[src/rtl/rtcp_pkg.sv]
package rtcp_pkg;
  localparam int DATA_W    = 8;
  localparam int IDX_W     = 4;
  localparam int CAL_BYTES = 10;

  localparam logic [IDX_W-1:0] IDX_STAT_A = 4'hA;
  localparam logic [IDX_W-1:0] IDX_CTRL_B = 4'hB;
  localparam logic [IDX_W-1:0] IDX_LAST   = 4'hD;

  // calendar slot positions
  localparam int SLOT_SEC  = 0;
  localparam int SLOT_MIN  = 2;
  localparam int SLOT_HOUR = 4;
  localparam int SLOT_WDAY = 6;
  localparam int SLOT_MDAY = 7;
  localparam int SLOT_MON  = 8;
  localparam int SLOT_YEAR = 9;

  localparam logic [DATA_W-1:0] A_UIP   = 8'h80;
  localparam logic [DATA_W-1:0] A_RESET = 8'h26;
  localparam logic [DATA_W-1:0] B_TIE   = 8'h40;
  localparam logic [DATA_W-1:0] B_SQW   = 8'h08;
  localparam logic [DATA_W-1:0] B_BIN   = 8'h04;
  localparam logic [DATA_W-1:0] B_H24   = 8'h02;
  localparam logic [DATA_W-1:0] B_FREE  = B_TIE | B_SQW;
  localparam logic [DATA_W-1:0] B_FIXED = B_BIN | B_H24;
  localparam logic [DATA_W-1:0] B_RESET = B_TIE | B_FIXED;

  typedef enum logic {PORT_INDEX = 1'b0, PORT_DATA = 1'b1} port_e;

  function automatic logic [DATA_W-1:0] pack_bcd2(input int v);
    int y;
    y = v % 100;
    return DATA_W'(((y / 10) << 4) | (y % 10));
  endfunction
endpackage

[src/rtl/rtcp_host_port.sv]
module rtcp_host_port
  import rtcp_pkg::*;
(
  input  logic              clk,
  input  logic              rst_n,
  input  logic              req_valid,
  input  logic              req_write,
  output logic              req_ready,
  input  logic              rsp_ready,
  output logic              rsp_valid,
  output logic [DATA_W-1:0] rsp_rdata,
  input  logic [DATA_W-1:0] rd_value,
  output logic              accept
);
  assign req_ready = !rsp_valid || rsp_ready;
  assign accept    = req_valid && req_ready;

  always_ff @(posedge clk) begin
    if (!rst_n) begin
      rsp_valid <= 1'b0;
      rsp_rdata <= '0;
    end else if (accept && !req_write) begin
      rsp_valid <= 1'b1;
      rsp_rdata <= rd_value;
    end else if (rsp_ready) begin
      rsp_valid <= 1'b0;
    end
  end
endmodule

[src/rtl/rtcp_regfile.sv]
module rtcp_regfile
  import rtcp_pkg::*;
#(
  parameter int INIT_SEC   = 0,
  parameter int INIT_MIN   = 0,
  parameter int INIT_HOUR  = 0,
  parameter int INIT_WDAY  = 0,
  parameter int INIT_MDAY  = 1,
  parameter int INIT_MONTH = 0,
  parameter int INIT_YEAR  = 100,
  parameter bit YEAR_BCD   = 1'b1
) (
  input  logic              clk,
  input  logic              rst_n,
  input  logic              accept,
  input  logic              wr,
  input  logic              port,
  input  logic [DATA_W-1:0] wdata,
  output logic [DATA_W-1:0] rd_value,
  output logic              err_pulse,
  output logic              tmr_start,
  output logic              tmr_stop,
  output logic [IDX_W-1:0]  idx_q,
  output logic [DATA_W-1:0] stat_a
);
  function automatic logic [DATA_W-1:0] cal_init(input int slot);
    case (slot)
      SLOT_SEC:  return DATA_W'(INIT_SEC);
      SLOT_MIN:  return DATA_W'(INIT_MIN);
      SLOT_HOUR: return DATA_W'(INIT_HOUR);
      SLOT_WDAY: return DATA_W'(INIT_WDAY + 1);
      SLOT_MDAY: return DATA_W'(INIT_MDAY);
      SLOT_MON:  return DATA_W'(INIT_MONTH + 1);
      SLOT_YEAR: return YEAR_BCD ? pack_bcd2(INIT_YEAR) : DATA_W'(INIT_YEAR);
      default:   return '0;
    endcase
  endfunction

  logic [DATA_W-1:0] cal_q [CAL_BYTES];
  logic [DATA_W-1:0] ctrl_b;
  logic [DATA_W-1:0] cal_rd;
  logic wr_index, wr_data, rd_data;
  logic idx_ok, a_ok, b_ok, in_cal, bad;

  assign wr_index = accept && wr && (port == PORT_INDEX);
  assign wr_data  = accept && wr && (port == PORT_DATA);
  assign rd_data  = accept && !wr && (port == PORT_DATA);
  assign idx_ok   = wdata <= {{(DATA_W-IDX_W){1'b0}}, IDX_LAST};
  assign a_ok     = wdata == A_RESET;
  assign b_ok     = (wdata & ~B_FREE) == B_FIXED;
  assign in_cal   = idx_q < IDX_STAT_A;

  always_comb begin
    bad = 1'b0;
    if (wr_index && !idx_ok) bad = 1'b1;
    if (wr_data && !in_cal) begin
      if (idx_q == IDX_STAT_A)      bad = !a_ok;
      else if (idx_q == IDX_CTRL_B) bad = !b_ok;
      else                          bad = 1'b1;
    end
  end

  assign tmr_start = wr_data && (idx_q == IDX_CTRL_B) && b_ok && ((wdata & B_TIE) != '0);
  assign tmr_stop  = wr_data && (idx_q == IDX_CTRL_B) && b_ok && ((wdata & B_TIE) == '0);

  for (genvar g = 0; g < CAL_BYTES; g++) begin : g_cal
    always_ff @(posedge clk) begin
      if (!rst_n)                                 cal_q[g] <= cal_init(g);
      else if (wr_data && (idx_q == IDX_W'(g)))   cal_q[g] <= wdata;
    end
  end

  always_comb begin
    cal_rd = '0;
    for (int i = 0; i < CAL_BYTES; i++)
      if (idx_q == IDX_W'(i)) cal_rd = cal_q[i];
  end

  always_comb begin
    if (port == PORT_INDEX)         rd_value = {{(DATA_W-IDX_W){1'b0}}, idx_q};
    else if (in_cal)                rd_value = cal_rd;
    else if (idx_q == IDX_STAT_A)   rd_value = stat_a ^ A_UIP;
    else if (idx_q == IDX_CTRL_B)   rd_value = ctrl_b;
    else                            rd_value = '0;
  end

  always_ff @(posedge clk) begin
    if (!rst_n) begin
      idx_q     <= '0;
      stat_a    <= A_RESET;
      ctrl_b    <= B_RESET;
      err_pulse <= 1'b0;
    end else begin
      err_pulse <= bad;
      if (wr_index && idx_ok) idx_q <= wdata[IDX_W-1:0];
      if (wr_data && (idx_q == IDX_STAT_A) && a_ok)      stat_a <= wdata;
      else if (rd_data && (idx_q == IDX_STAT_A))         stat_a <= stat_a ^ A_UIP;
      if (wr_data && (idx_q == IDX_CTRL_B) && b_ok)      ctrl_b <= wdata;
    end
  end
endmodule

[src/rtl/rtcp_tick_timer.sv]
module rtcp_tick_timer #(
  parameter int PERIOD   = 16,
  parameter bit START_ON = 1'b1
) (
  input  logic clk,
  input  logic rst_n,
  input  logic start,
  input  logic stop,
  output logic tick
);
  localparam int CNT_W = (PERIOD > 1) ? $clog2(PERIOD) : 1;
  localparam logic [CNT_W-1:0] LAST = CNT_W'(PERIOD - 1);

  logic [CNT_W-1:0] cnt_q;
  logic             running;

  always_ff @(posedge clk) begin
    if (!rst_n) begin
      running <= START_ON;
      cnt_q   <= '0;
      tick    <= 1'b0;
    end else begin
      tick <= 1'b0;
      if (stop) begin
        running <= 1'b0;
        cnt_q   <= '0;
      end else if (start && !running) begin
        running <= 1'b1;
        cnt_q   <= '0;
      end else if (running) begin
        if (cnt_q == LAST) begin
          cnt_q <= '0;
          tick  <= 1'b1;
        end else begin
          cnt_q <= cnt_q + CNT_W'(1);
        end
      end
    end
  end
endmodule

[src/rtl/rtcp_periodic_regfile.sv]
module rtcp_periodic_regfile
  import rtcp_pkg::*;
#(
  parameter int PERIOD_CYCLES = 16,
  parameter int INIT_SEC      = 45,
  parameter int INIT_MIN      = 30,
  parameter int INIT_HOUR     = 13,
  parameter int INIT_WDAY     = 3,
  parameter int INIT_MDAY     = 21,
  parameter int INIT_MONTH    = 6,
  parameter int INIT_YEAR     = 107,
  parameter bit YEAR_BCD      = 1'b1
) (
  input  logic       clk,
  input  logic       rst_n,
  input  logic       req_valid,
  output logic       req_ready,
  input  logic       req_write,
  input  logic       req_port,
  input  logic [7:0] req_wdata,
  output logic       rsp_valid,
  input  logic       rsp_ready,
  output logic [7:0] rsp_rdata,
  output logic       err_pulse,
  output logic       tick_irq
);
  localparam bit TICK_AT_RESET = (B_RESET & B_TIE) != '0;

  logic              accept;
  logic [DATA_W-1:0] rd_value;
  logic              tmr_start, tmr_stop;
  logic [IDX_W-1:0]  idx_q;
  logic [DATA_W-1:0] stat_a;

  rtcp_host_port i_host (
    .clk(clk), .rst_n(rst_n), .req_valid(req_valid), .req_write(req_write),
    .req_ready(req_ready), .rsp_ready(rsp_ready), .rsp_valid(rsp_valid),
    .rsp_rdata(rsp_rdata), .rd_value(rd_value), .accept(accept)
  );

  rtcp_regfile #(
    .INIT_SEC(INIT_SEC), .INIT_MIN(INIT_MIN), .INIT_HOUR(INIT_HOUR),
    .INIT_WDAY(INIT_WDAY), .INIT_MDAY(INIT_MDAY), .INIT_MONTH(INIT_MONTH),
    .INIT_YEAR(INIT_YEAR), .YEAR_BCD(YEAR_BCD)
  ) i_regs (
    .clk(clk), .rst_n(rst_n), .accept(accept), .wr(req_write), .port(req_port),
    .wdata(req_wdata), .rd_value(rd_value), .err_pulse(err_pulse),
    .tmr_start(tmr_start), .tmr_stop(tmr_stop), .idx_q(idx_q), .stat_a(stat_a)
  );

  rtcp_tick_timer #(.PERIOD(PERIOD_CYCLES), .START_ON(TICK_AT_RESET)) i_tick (
    .clk(clk), .rst_n(rst_n), .start(tmr_start), .stop(tmr_stop), .tick(tick_irq)
  );
endmodule

[config.mk]
export PLATFORM = sky130hd
export DESIGN_NAME = rtcp_periodic_regfile
export DESIGN_NICKNAME = d
export VERILOG_FILES = /design/src/rtl/rtcp_pkg.sv /design/src/rtl/rtcp_host_port.sv /design/src/rtl/rtcp_regfile.sv /design/src/rtl/rtcp_tick_timer.sv /design/src/rtl/rtcp_periodic_regfile.sv
export SDC_FILE = /design/constraint.sdc
export NUM_CORES = 1
export LEC_CHECK = 0
export ABC_AREA = 0
export BUFFER_PORTS_ARGS = -buffer_cell sky130_fd_sc_hd__buf_2
export CELL_PAD_IN_SITES_DETAIL_PLACEMENT = 0
export CELL_PAD_IN_SITES_GLOBAL_PLACEMENT = 1
export CORE_ASPECT_RATIO = 2
export CORE_MARGIN = 2
export CORE_UTILIZATION = 35
export DETAILED_ROUTE_END_ITERATION = 8
export GPL_TIMING_DRIVEN = 0
export PLACE_DENSITY = 0.7
export SLEW_MARGIN = 20
export SYNTH_ARGS = -nofsm -noshare
export SYNTH_HDL_FRONTEND = slang
export SYNTH_SLANG_ARGS = --single-unit
[constraint.sdc]
create_clock -name clk -period 4.1 [get_ports clk]
set_input_delay 0.615 -clock clk [delete_from_list [all_inputs] [get_ports clk]]
set_output_delay 0.615 -clock clk [all_outputs]
set_load 0.05 [all_outputs]
# Word level (Yosys, flattened, before mapping)
# Memories as Yosys holds them, arrays and structs flattened.
# Index checks and enable logic that the tools add are counted.
totals:
  reg_bits: 36
  ram_bits: 80
  in_bits: 14
  mem_count: 1
op_classes:
  addsub: 1
  magnitude_cmp: 2
  n_eq_ne: 14
  muxes: 67
  bitwise_logic: 14
  reduce_logical: 42
mem_list:
  columns: ["memory", "depth", "width", "rd", "rd_ports_with_merged_regs", "write_ports", "line_no", "source"]
  rows:
  - ["i_regs.cal_q", 10, 8, 10, 0, 10, "rtcp_regfile.sv:39", "logic [DATA_W-1:0] cal_q [CAL_BYTES];"]
op_table:
  columns: ["op", "count"]
  rows:
  - ["$mux 8", 26]
  - ["$mux 1", 40]
  - ["$logic_and 1x1->1", 27]
  - ["$eq 4x4->1 const B", 5]
  - ["$eq 4x3->1 const B", 4]
  - ["$or 1x1->1", 10]
  - ["$eq 4x2->1 const B", 2]
  - ["$eq 8x6->1 const B", 1]
  - ["$le 8x4->1 const B", 1]
  - ["$logic_not 8->1", 1]
  - ["$logic_not 1->1", 7]
  - ["$eq 6x3->1 const B", 1]
  - ["$reduce_bool 2->1", 3]
  - ["$add 4x1->4 const B", 1]
  - ["$eq 4x1->1 const B", 1]
  - ["$logic_not 4->1", 1]
  - ["$lt 4x4->1 const B", 1]
  - ["$mux 4", 1]
  - ["$not 1->1", 4]
  - ["$reduce_or 4->1", 1]
  - ["$reduce_or 3->1", 1]
  - ["$logic_or 1x1->1", 1]

# Longest topological paths before layout
logic_depth:
  depth_word: 13
  depth_mapped: 8
  ltp_nobuf: 5

# Cells and area by module
# From an unflattened synthesis, not the netlist that was laid out.
hier_totals:
  hier_cells: 510
  area_unflattened_um2: 5626.6
modules_own_cells:
  columns: ["mod", "instances", "cells_each", "area_each_um2", "seq_area_each_um2"]
  rows:
  - ["rtcp_regfile", 1, 441, 4953.5, 2822.7]
  - ["rtcp_host_port", 1, 41, 396.6, 180.2]
  - ["rtcp_tick_timer", 1, 28, 276.5, 120.1]

# Least setup slack after synthesis
# No wires, ideal clock.
synth_path:
  path_type: "input -> register"
  start: "in rsp_ready"
  end: "mem i_regs.cal_q[4][0] (netlist: i_regs.cal_q[2][0]), enable pin"
  setup_time_ns: 0.398
  arrival_ns: 2.519
  t_required_ns: 3.702
  path_slack_ns: 1.183
  stages: 4
  cell_sequence: "nand2b_1 > and2_1 > nand2_1 > o41ai_1"
synth_lines:
  columns: ["item", "line_no", "source"]
  rows:
  - ["start, declared", "rtcp_periodic_regfile.sv:22", "input logic rsp_ready,"]
  - ["end, declared", "rtcp_regfile.sv:39", null]

==> impl_metrics.yaml <==
status:
  outcome: "complete, no violations"
clock_network:
  cts_root_buf: "clkbuf_16"
  cts_setup_buffers: 0
  htree_levels: 4
  cts_resized: 0
  clock_latency_ns: 0.43
  cts.path.max_buffers: 2
  clkTransAtPathRegs_ns: 0.06
  cts_tree: "yes"
  cts_buffers: 17
  holdBufCountCts: 0
  clkSinkCount: 116
floorplan:
  start_util_pct: 35.5
  die_area_mm2: 0.0170
  die_x_um: 93.2
  die_y_um: 182
  io_pins: 26
  core_area_mm2: 0.0157
  rows: 65
synth:
  ys_types: 61
  synth_enable_flop_cells: 80
  yosys.area.top_type_share_pct: 43.1
  synthesis.nets: 525
  async_flop_share_pct: 0
  synthCells: 510
  yosys_warnings: 0
  seq_area_frac_synth_pct: 56.1
  syn_avg_cell_area_um2: 10.9
  synth_top_cell_by_area: "edfxtp_1"
  syn-cell-area_mm2: 0.00557
  yosys-top-cells-area: "edfxtp_1, dfxtp_1, and2_1, mux2i_1, nand2b_1"
  synth_seq_cells: 116
  synthFlopType: "edfxtp_1"
final_layout:
  antenna_cells: 0
  drive_gt1_share_pct: 16.5
  fin_cells: 771
  fin_nets: 572
  fillers: 1486
  final_core_util_pct: 42.3
  areaGrowthSynthToFinish_pct: 19.2
sta:
  finalSetupViolCount: 0
  skew_ns: 0.0112
  worstMarginPinSlew_ns: 1.01
  max_freq_mhz: 319
  slew_violations: 0
  period_share_pct: 76.5
  min_period_ns: 3.14
  fin_setup_tns_ns: 0
  hold_viol: 0
  max_slew_margin_pct: 32.4
  rsz0062_at_grt: "no"
drt:
  drt-total-wl_um: 18300
  num_vias: 4389
  first_pass_iters: 5
  ant_nets: 0
  viasPerCell: 5.69
  wl_per_cell_um: 23.8
  drc: 0
  drt_iter0_markers: 341
global_route:
  grt_pass1_wl_um: 27400
  grt_max_degree: 17
  antenna_found_initial: 0
  grt.overflow.total: 0
  grt_pass1_vias: 4543
  track_usage_pct: 22.6
placement:
  port_buffers: 24
  gp_congestion: 0.951
  dp.cells: 739
  post-dp-hpwl_um: 13500
min_path:
  min_path_type: "flop to flop"
  holdPathStages: 1
setup_path:
  reg2reg_depth: 5
  r2r_setup_slack_ns: 0.96
  required_ns: 4.15
  cp_max_fo: 10
  setup.worst_path.start_class: "flop"
  arrival_ns: 3.19
  path_class: "flop to flop"
  end_kind: "flop"
flow_run:
  timing.max_cap.violations: 0
power:
  p_leak_nw: 2.30
  ir_drop_v: 0.000218
  power_density_mw_per_mm2: 454
kinds of logic (layout without fill, tap and decap cells):
kind of cell             count (synthesis)  in the layout  share of synthesized area, %
AND/OR/NAND/NOR                        216            216                          22.0
multiplexers                            26             26                          5.30
flip-flops                             116            116                          56.1
buffers and inverters                   51            111                          4.09
AO/OA/AOI/OAI                           99             99                          12.1
XOR/XNOR                                 1              1                         0.157
adder cells (fa/ha/maj)                  1              1                         0.225
through the flow:
step	hold WS, ns	power (mW)	cell area [um^2]	setup WS, ns
after CTS	0.435	3.02	6640	0.962
after floorplan	0.402	1.39	5570	1.18
after global placement	0.422	1.45	5940	0.549
final	0.431	3.01	6640	0.962
after global routing	0.469	3.08	6640	0.775
after detailed placement	0.422	1.46	6010	1.00
per-layer routing:
metal | part of all wire (%) | wire (um) | vias up | track usage [%]
met5 | 0 | 0 | - | 0
met4 | 6.3 | 1160 | 0 | 16.5
met3 | 4.4 | 800 | 58 | 3.18
met2 | 54 | 9960 | 193 | 41.2
met1 | 35 | 6410 | 2153 | 22.8
li1 | - | - | 1985 | -
cell usage in the layout (no fill, tap or decap), types with 7 or more instances in the layout:
master	netlist	routed
nor2b_1	7	7
nand2_1	25	25
and2_1	59	59
nor4_1	11	8
o21ai_0	22	16
dfxtp_1	36	36
nor2_1	25	25
mux2i_1	16	16
mux2_2	8	8
or3_1	8	8
nand2b_1	25	25
o21ai_1	2	8
nand3_1	16	16
clkbuf_1	27	28
inv_1	10	10
nor3_1	12	12
clkbuf_16	0	17
buf_2	8	32
edfxtp_1	80	80
a21oi_1	17	17
state kept, by name, summed over array words and instances (netlist names), 4 cells and up:
signal / flops
i_regs.idx_q: 4
i_host.rsp_rdata: 8
i_regs.cal_q: 80
i_regs.stat_a: 8
i_regs.ctrl_b: 8
i_tick.cnt_q: 4
path summary, 6_finish.rpt:
check	startpoint	endpoint
max	i_regs.idx_q[0]	i_regs.cal_q[4][14]
min	i_regs.stat_a[1]	i_regs.stat_a[1]
max reg2reg	i_regs.idx_q[0]	i_regs.cal_q[4][14]
min reg2reg	i_regs.stat_a[1]	i_regs.stat_a[1]
where the power goes:
| group | switching, mW | internal, mW | total [mW] |
|---|---|---|---|
| sequential | 0.0116 | 1.28 | 1.29 |
| combinational | 0.108 | 0.0397 | 0.147 |
| clock | 0.547 | 1.03 | 1.58 |
| total | 0.666 | 2.35 | 3.01 |
area by class of cell:
| class | instances | area, um^2 | area share (%) |
|---|---|---|---|
| inverters | 10 | 37.5 | 0.566 |
| multi-input cells | 343 | 2260 | 34.0 |
| well taps | 201 | 251 | 3.79 |
| clock inverters | 13 | 181 | 2.73 |
| clock buffers | 19 | 443 | 6.67 |
| plain buffers | 41 | 190 | 2.87 |
| repair buffers | 28 | 150 | 2.26 |
| flip-flops and latches | 116 | 3120 | 47.1 |
critical path: stages, from the launching register on:
cell      delay, ns
dfxtp_1        0.34
buf_2          0.32
buf_2          0.44
clkbuf_1       0.59
nand3_1        0.36
o21ai_1        0.70
synthesized netlist by cell type, drive strengths merged (10+ instances only):
master  instances
nor4           11
nor2           25
and2           59
mux2i          16
edfxtp         80
nand3          16
nand2b         26
nor3           12
dfxtp          36
inv            10
a21oi          17
clkbuf         27
nand2          25
buf            14
o21ai          24
Note: power is estimated with default switching activity, not from simulation.
